`src/rtl/sdram_pwr_pkg.sv`:
```
package sdram_pwr_pkg;

    typedef struct packed {
        logic cs_n;
        logic ras_n;
        logic cas_n;
        logic we_n;
    } sd_cmd_t;

    localparam sd_cmd_t CMD_NOP  = '{cs_n: 1'b0, ras_n: 1'b1, cas_n: 1'b1, we_n: 1'b1};
    localparam sd_cmd_t CMD_PALL = '{cs_n: 1'b0, ras_n: 1'b0, cas_n: 1'b1, we_n: 1'b0};
    localparam sd_cmd_t CMD_REF  = '{cs_n: 1'b0, ras_n: 1'b0, cas_n: 1'b0, we_n: 1'b1};

    typedef enum logic [3:0] {
        ST_IDLE,
        ST_PRE,
        ST_TRP_W,
        ST_AREF,
        ST_TRFC_W,
        ST_SR_PRE,
        ST_SR_TRP_W,
        ST_SR_ENTER,
        ST_SELF,
        ST_SR_EXIT,
        ST_PD,
        ST_PD_EXIT
    } seq_state_t;

    function automatic sd_cmd_t cmd_of(input seq_state_t s);
        case (s)
            ST_PRE, ST_SR_PRE:    cmd_of = CMD_PALL;
            ST_AREF, ST_SR_ENTER: cmd_of = CMD_REF;
            default:              cmd_of = CMD_NOP;
        endcase
    endfunction

    function automatic logic cke_of(input seq_state_t s);
        case (s)
            ST_SR_ENTER, ST_SELF, ST_PD: cke_of = 1'b0;
            default:                     cke_of = 1'b1;
        endcase
    endfunction

endpackage

```
`src/rtl/sdram_ref_timer.sv`:
```
module sdram_ref_timer #(
    parameter int IW = 10
) (
    input  logic          clk,
    input  logic          rst,
    input  logic          run,
    input  logic [IW-1:0] interval,
    input  logic          ack,
    output logic          pend
);
    logic [IW-1:0] cnt;
    logic          hit;

    assign hit = (cnt == interval);

    always_ff @(posedge clk) begin
        if (rst || !run) begin
            cnt  <= '0;
            pend <= 1'b0;
        end else begin
            cnt <= hit ? '0 : cnt + 1'b1;
            if (hit)
                pend <= 1'b1;
            else if (ack)
                pend <= 1'b0;
        end
    end
endmodule

```
`src/rtl/sdram_pwr_fsm.sv`:
```
module sdram_pwr_fsm
    import sdram_pwr_pkg::*;
#(
    parameter int TRP  = 2,
    parameter int TRFC = 4,
    parameter int TXSR = 6
) (
    input  logic    clk,
    input  logic    rst,
    input  logic    ref_en,
    input  logic    self_mode,
    input  logic    pdown_en,
    input  logic    pend,
    input  logic    sd_busy,
    input  logic    other_done,
    input  logic    acc_req,
    output logic    ref_ack,
    output logic    acc_gnt,
    output sd_cmd_t cmd_raw,
    output logic    cke_raw
);
    localparam int MAXW = (TRP > TRFC) ? ((TRP > TXSR) ? TRP : TXSR)
                                       : ((TRFC > TXSR) ? TRFC : TXSR);
    localparam int WW = $clog2(MAXW + 1);

    seq_state_t st, nxt;
    logic [WW-1:0] wcnt, wval;
    logic wload;
    logic want_sr, pend_ok, auto_go, go_pd;

    assign want_sr = ref_en && self_mode;
    assign pend_ok = pend && ref_en && !self_mode;
    assign auto_go = pend_ok && !sd_busy;
    assign go_pd   = other_done && pdown_en && !sd_busy && !want_sr && !pend_ok;

    always_comb begin
        nxt   = st;
        wload = 1'b0;
        wval  = '0;
        case (st)
            ST_IDLE: begin
                if (want_sr && !sd_busy) nxt = ST_SR_PRE;
                else if (auto_go)        nxt = ST_PRE;
                else if (go_pd)          nxt = ST_PD;
            end
            ST_PRE: begin
                nxt = ST_TRP_W; wload = 1'b1; wval = WW'(TRP - 1);
            end
            ST_TRP_W:    if (wcnt == '0) nxt = ST_AREF;
            ST_AREF: begin
                nxt = ST_TRFC_W; wload = 1'b1; wval = WW'(TRFC - 1);
            end
            ST_TRFC_W:   if (wcnt == '0) nxt = ST_IDLE;
            ST_SR_PRE: begin
                nxt = ST_SR_TRP_W; wload = 1'b1; wval = WW'(TRP - 1);
            end
            ST_SR_TRP_W: if (wcnt == '0) nxt = ST_SR_ENTER;
            ST_SR_ENTER: nxt = ST_SELF;
            ST_SELF: begin
                if (!want_sr) begin
                    nxt = ST_SR_EXIT; wload = 1'b1; wval = WW'(TXSR - 1);
                end
            end
            ST_SR_EXIT:  if (wcnt == '0) nxt = ST_IDLE;
            ST_PD:       if (acc_req || pend_ok || want_sr) nxt = ST_PD_EXIT;
            ST_PD_EXIT:  nxt = ST_IDLE;
            default:     nxt = ST_IDLE;
        endcase
    end

    always_ff @(posedge clk) begin
        if (rst) begin
            st   <= ST_IDLE;
            wcnt <= '0;
        end else begin
            st <= nxt;
            if (wload)
                wcnt <= wval;
            else if (wcnt != '0)
                wcnt <= wcnt - 1'b1;
        end
    end

    assign ref_ack = (st == ST_AREF);
    assign acc_gnt = (st == ST_IDLE) && acc_req && !want_sr && !pend_ok && !go_pd;
    assign cmd_raw = cmd_of(st);
    assign cke_raw = cke_of(st);
endmodule

```
`src/rtl/sdram_cmd_edge.sv`:
```
module sdram_cmd_edge
    import sdram_pwr_pkg::*;
#(
    parameter int DW = 16
) (
    input  logic          clk,
    input  logic          rst,
    input  logic          slow,
    input  sd_cmd_t       cmd_raw,
    input  logic          cke_raw,
    input  logic [DW-1:0] rd_in,
    output sd_cmd_t       cmd_pin,
    output logic          cke_pin,
    output logic [DW-1:0] rd_cap
);
    sd_cmd_t       cmd_fall;
    logic          cke_fall;
    logic [DW-1:0] rd_rise, rd_fall;

    always_ff @(negedge clk) begin
        if (rst) begin
            cmd_fall <= CMD_NOP;
            cke_fall <= 1'b1;
            rd_fall  <= '0;
        end else begin
            cmd_fall <= cmd_raw;
            cke_fall <= cke_raw;
            rd_fall  <= rd_in;
        end
    end

    always_ff @(posedge clk) begin
        if (rst) rd_rise <= '0;
        else     rd_rise <= rd_in;
    end

    assign cmd_pin = slow ? cmd_fall : cmd_raw;
    assign cke_pin = slow ? cke_fall : cke_raw;
    assign rd_cap  = slow ? rd_fall  : rd_rise;
endmodule

```
`src/rtl/sdram_pwr_seq.sv`:
```
module sdram_pwr_seq
    import sdram_pwr_pkg::*;
#(
    parameter int IW   = 10,
    parameter int DW   = 16,
    parameter int TRP  = 2,
    parameter int TRFC = 4,
    parameter int TXSR = 6
) (
    input  logic          clk,
    input  logic          rst,
    input  logic          cfg_ref_en,
    input  logic          cfg_self_mode,
    input  logic          cfg_pdown_en,
    input  logic          cfg_slow,
    input  logic [IW-1:0] cfg_interval,
    input  logic          sd_busy,
    input  logic          other_done,
    input  logic          acc_req,
    input  logic [DW-1:0] rd_in,
    output logic          acc_gnt,
    output logic          sd_cs_n,
    output logic          sd_ras_n,
    output logic          sd_cas_n,
    output logic          sd_we_n,
    output logic          sd_cke,
    output logic [DW-1:0] rd_cap
);
    logic    pend, ref_ack, cke_raw;
    sd_cmd_t cmd_raw, cmd_pin;

    sdram_ref_timer #(.IW(IW)) u_tmr (
        .clk(clk), .rst(rst),
        .run(cfg_ref_en && !cfg_self_mode),
        .interval(cfg_interval), .ack(ref_ack), .pend(pend)
    );

    sdram_pwr_fsm #(.TRP(TRP), .TRFC(TRFC), .TXSR(TXSR)) u_fsm (
        .clk(clk), .rst(rst),
        .ref_en(cfg_ref_en), .self_mode(cfg_self_mode), .pdown_en(cfg_pdown_en),
        .pend(pend), .sd_busy(sd_busy), .other_done(other_done), .acc_req(acc_req),
        .ref_ack(ref_ack), .acc_gnt(acc_gnt), .cmd_raw(cmd_raw), .cke_raw(cke_raw)
    );

    sdram_cmd_edge #(.DW(DW)) u_out (
        .clk(clk), .rst(rst), .slow(cfg_slow),
        .cmd_raw(cmd_raw), .cke_raw(cke_raw), .rd_in(rd_in),
        .cmd_pin(cmd_pin), .cke_pin(sd_cke), .rd_cap(rd_cap)
    );

    assign sd_cs_n  = cmd_pin.cs_n;
    assign sd_ras_n = cmd_pin.ras_n;
    assign sd_cas_n = cmd_pin.cas_n;
    assign sd_we_n  = cmd_pin.we_n;
endmodule

```
`config.mk`:
```
export PLATFORM = sky130hd
export DESIGN_NAME = sdram_pwr_seq
export DESIGN_NICKNAME = d
export VERILOG_FILES = /design/src/rtl/sdram_pwr_pkg.sv /design/src/rtl/sdram_ref_timer.sv /design/src/rtl/sdram_pwr_fsm.sv /design/src/rtl/sdram_cmd_edge.sv /design/src/rtl/sdram_pwr_seq.sv
export SDC_FILE = /design/constraint.sdc
export NUM_CORES = 1
export LEC_CHECK = 0
export BUFFER_PORTS_ARGS = -buffer_cell sky130_fd_sc_hd__buf_2
export CORE_UTILIZATION = 50
export CTS_CLUSTER_DIAMETER = 30
export DETAILED_ROUTE_END_ITERATION = 7
export PLACE_DENSITY = 0.82
export SLEW_MARGIN = 20
export SYNTH_ARGS = -nofsm -noshare
export SYNTH_HDL_FRONTEND = slang
export SYNTH_SLANG_ARGS = --single-unit
```
`constraint.sdc`:
```
create_clock -name clk -period 3.2 [get_ports clk]
set_input_delay 0.32 -clock clk [delete_from_list [all_inputs] [get_ports clk]]
set_output_delay 0.32 -clock clk [all_outputs]
set_load 0.03 [all_outputs]
```
==> flow_metrics.py <==
metrics = {
    "critical_path": {
        "slowest_delay_ns": 0.30,
        "path_cells": "mux2_2 -> buf_2",
        "start_kind": "register",
        "worst_path_max_delay_cell": "dfxtp_1",
        "critPathArrivalTime_ns": 2.72,
        "end_kind": "output port",
        "path_max_fanout": 1,
        "critPathKind": "reg2out",
        "critPathTopFamily": "flip-flops",
        "worstPathRequired_ns": 2.88,
        "critPathBufInv": 1,
    },
    "global_routing": {
        "met3_usage_pct": 5.378,
        "grt_use_met1_pct": 22.67,
        "grt_overflow": 0,
        "met2_usage_pct": 33.87,
        "track_usage_pct": 19.32,
        "grt_pass1_wl_um": 7534,
        "grt_antenna_before_repair": 0,
        "grt_pass1_vias": 1783,
        "top_usage_layer": "met2",
        "grt_max_degree": 23,
    },
    "sta": {
        "finalSetupViolCount": 0,
        "hold_viol_final": 0,
        "final.setup.tns_ns": 0,
        "finClkSkew_ns": 0.06833,
        "rsz0062_at_grt": "no",
        "slew_viol_final": 0,
        "tightest_slew_ns": 0.5010,
        "slew_headroom_pct": 66.54,
        "setup_ws_ns": 0.1644,
    },
    "clock_network": {
        "cts_setup_buffers": 0,
        "clk_latency_ns": 0.38,
        "clkTransAtPathRegs_ns": 0.10,
        "h-tree-depth": 2,
        "clockRootBuffer": "clkbuf_8",
        "postCtsHoldBufs": 0,
        "cts_tree": "yes",
        "cts_sinks": 54,
        "post_cts_resize_count": 0,
        "clockBufferDepth": 2,
        "numCtsBuffers": 5,
    },
    "finish": {
        "multi_input_area_mm2": 0.001092,
        "regArea_mm2": 0.001081,
        "syn_to_final_growth_pct": 21.01,
        "antennaDiodeCount": 0,
        "layout-drive-gt1-share_pct": 30.72,
        "fillers": 369,
        "nets": 343,
    },
    "place": {
        "io_buffers": 55,
        "dp_hpwl_um": 3294,
        "gp_congestion": 0.8909,
        "dp_slack_ns": 0.5433,
    },
    "synthesis": {
        "syn_nets": 270,
        "synthTopCellsByArea": "dfxtp_1 47%, mux2_2 9.4%, xor2_1 5.4%",
        "async_flop_share_pct": 0,
        "ys_ff_latch": 54,
        "synth.most_common_cell": "dfxtp_1",
        "synth-main-ff-cell": "dfxtp_1",
        "avgSynthCellArea_um2": 9.859,
        "syn_area_mm2": 0.002287,
        "yosys.area.top_type": "dfxtp_1",
        "synth_top_area_share_pct": 47.26,
        "synth_warnings": 0,
        "synth_cells": 232,
        "synth_common_cells": "54 x dfxtp_1, 20 x nor2_1, 19 x mux2_2",
        "synth_edf_count": 0,
        "synth-seq-area-share_pct": 47.26,
        "ys_types": 44,
    },
    "floorplan": {
        "start_util_pct": 52.17,
        "dieHeight_um": 69.64,
        "die_w_um": 69.64,
        "core_mm2": 0.004384,
        "dieArea_mm2": 0.004849,
        "io_pins": 57,
        "core.rowCount": 24,
    },
    "power": {
        "power_density_mw_per_mm2": 733.9,
        "power_frac_clock_pct": 26.9,
        "ir_drop_mv": 0.4373,
        "seqPwrFrac_pct": 39.2,
        "p_switching_w": 0.0007647,
        "p_comb_share_pct": 33.9,
        "leakage_nw": 1.284,
        "intPower_w": 0.001266,
        "switching_share_pct": 37.65,
    },
    "status": {
        "outcome": "finished clean",
    },
    "job": {
        "maxCapViolations": 0,
    },
    "routing": {
        "wl_um": 4518,
        "wl_per_cell_um": 12.62,
        "route.detailed.drc": 0,
        "vias": 1865,
        "vias_per_cell": 5.209,
        "first_pass_iters": 4,
        "antenna_left": 0,
        "drtIter0Drc": 70,
    },
    "min_path": {
        "hold_path.class": "in2reg",
    },
}
[power groups by stage]
stage               combinational (W)   clock, W  sequential, W
finish                       0.000689   0.000546       0.000796
global route                 0.000746   0.000603       0.000804
floorplan                    0.000570  0.0000402       0.000774
global placement             0.000675  0.0000402       0.000805
detailed placement           0.000678  0.0000402       0.000807
CTS                          0.000685   0.000553       0.000794
[routing by layer]
metal	part of all wire [%]	wire [um]
met5	0	0
met4	0.97	44
met3	5.3	241
met2	52	2348
met1	42	1884
[path summary, 6_finish.rpt]
check / start / endpoint / slack, ns / cells after the start
max: u_out.cmd_fall[2]$_SDFF_NP1_ / sd_ras_n / 0.16 / 2
min: rd_in[2] / u_out.rd_rise[2]$_DFF_P_ / 0.25 / 2
max reg2reg: u_fsm.st[0]$_SDFFE_PP0P_ / u_out.cke_fall$_SDFF_NP1_ / 0.55 / 3
min reg2reg: u_tmr.cnt[0]$_SDFF_PP0_ / u_tmr.cnt[0]$_SDFF_PP0_ / 0.49 / 1
[stage by stage]
step	instances	hold WS, ns	utilization, %	instance area, um^2	total power, W
4_1_cts	358	0.2416	63.13	2768	0.002032
6_report	358	0.2451	63.13	2768	0.002031
5_1_grt	358	0.2451	63.13	2768	0.002154
3_5_place_dp	331	0.4673	58.90	2582	0.001526
3_3_place_gp	331	0.4549	58.90	2582	0.001520
2_1_floorplan	232	0.4359	-	2287	0.001384
[state kept, by name, summed over array words and instances (netlist names)]
| name | flops |
|---|---|
| u_tmr.pend | 1 |
| u_out.rd_fall | 16 |
| u_out.rd_rise | 16 |
| u_out.cke_fall | 1 |
| u_tmr.cnt | 10 |
| u_fsm.st | 4 |
| u_out.cmd_fall | 3 |
| u_fsm.wcnt | 3 |
[cells by family after synthesis]
logic type,count (synthesis),share of synthesized area (%)
flops,54,47.26
xor+xnor,20,7.659
simple gates,85,19.36
buf+inv,20,4.978
mux,22,10.94
fa+ha+maj,3,1.641
compound gates,27,7.986
other cells,1,0.1640
[placed cells by master (no fill, tap or decap), types with 2 or more instances in the layout]
| cell type | synthesis | final |
|---|---|---|
| buf_2 | 5 | 55 |
| dfxtp_1 | 54 | 54 |
| inv_1 | 5 | 24 |
| nor2_1 | 20 | 20 |
| mux2_2 | 19 | 19 |
| nor2b_1 | 17 | 17 |
| nand2_1 | 15 | 15 |
| xor2_1 | 14 | 14 |
| nand3_1 | 11 | 11 |
| o21ai_0 | 7 | 7 |
| xnor2_1 | 6 | 6 |
| nand2b_1 | 5 | 5 |
| a21oi_1 | 5 | 5 |
| clkbuf_8 | 0 | 5 |
| buf_4 | 1 | 5 |
| nand3b_1 | 4 | 4 |
| and3_1 | 4 | 4 |
| nor3_1 | 3 | 3 |
| a31oi_1 | 3 | 3 |
| ha_1 | 3 | 3 |
| nor4_1 | 2 | 2 |
| o22ai_1 | 2 | 2 |
| o31ai_1 | 2 | 2 |
[area by class of cell]
cell class                      count  area share [%]
Inverter                            6          0.9946
Sequential cell                    54           39.06
Tap cell                           52           2.351
Timing Repair Buffer               60           11.30
Clock buffer                        6           3.391
Clock inverter                     22           3.436
Multi-Input combinational cell    158           39.47
No activity file was read; power rests on OpenSTA's default activity.
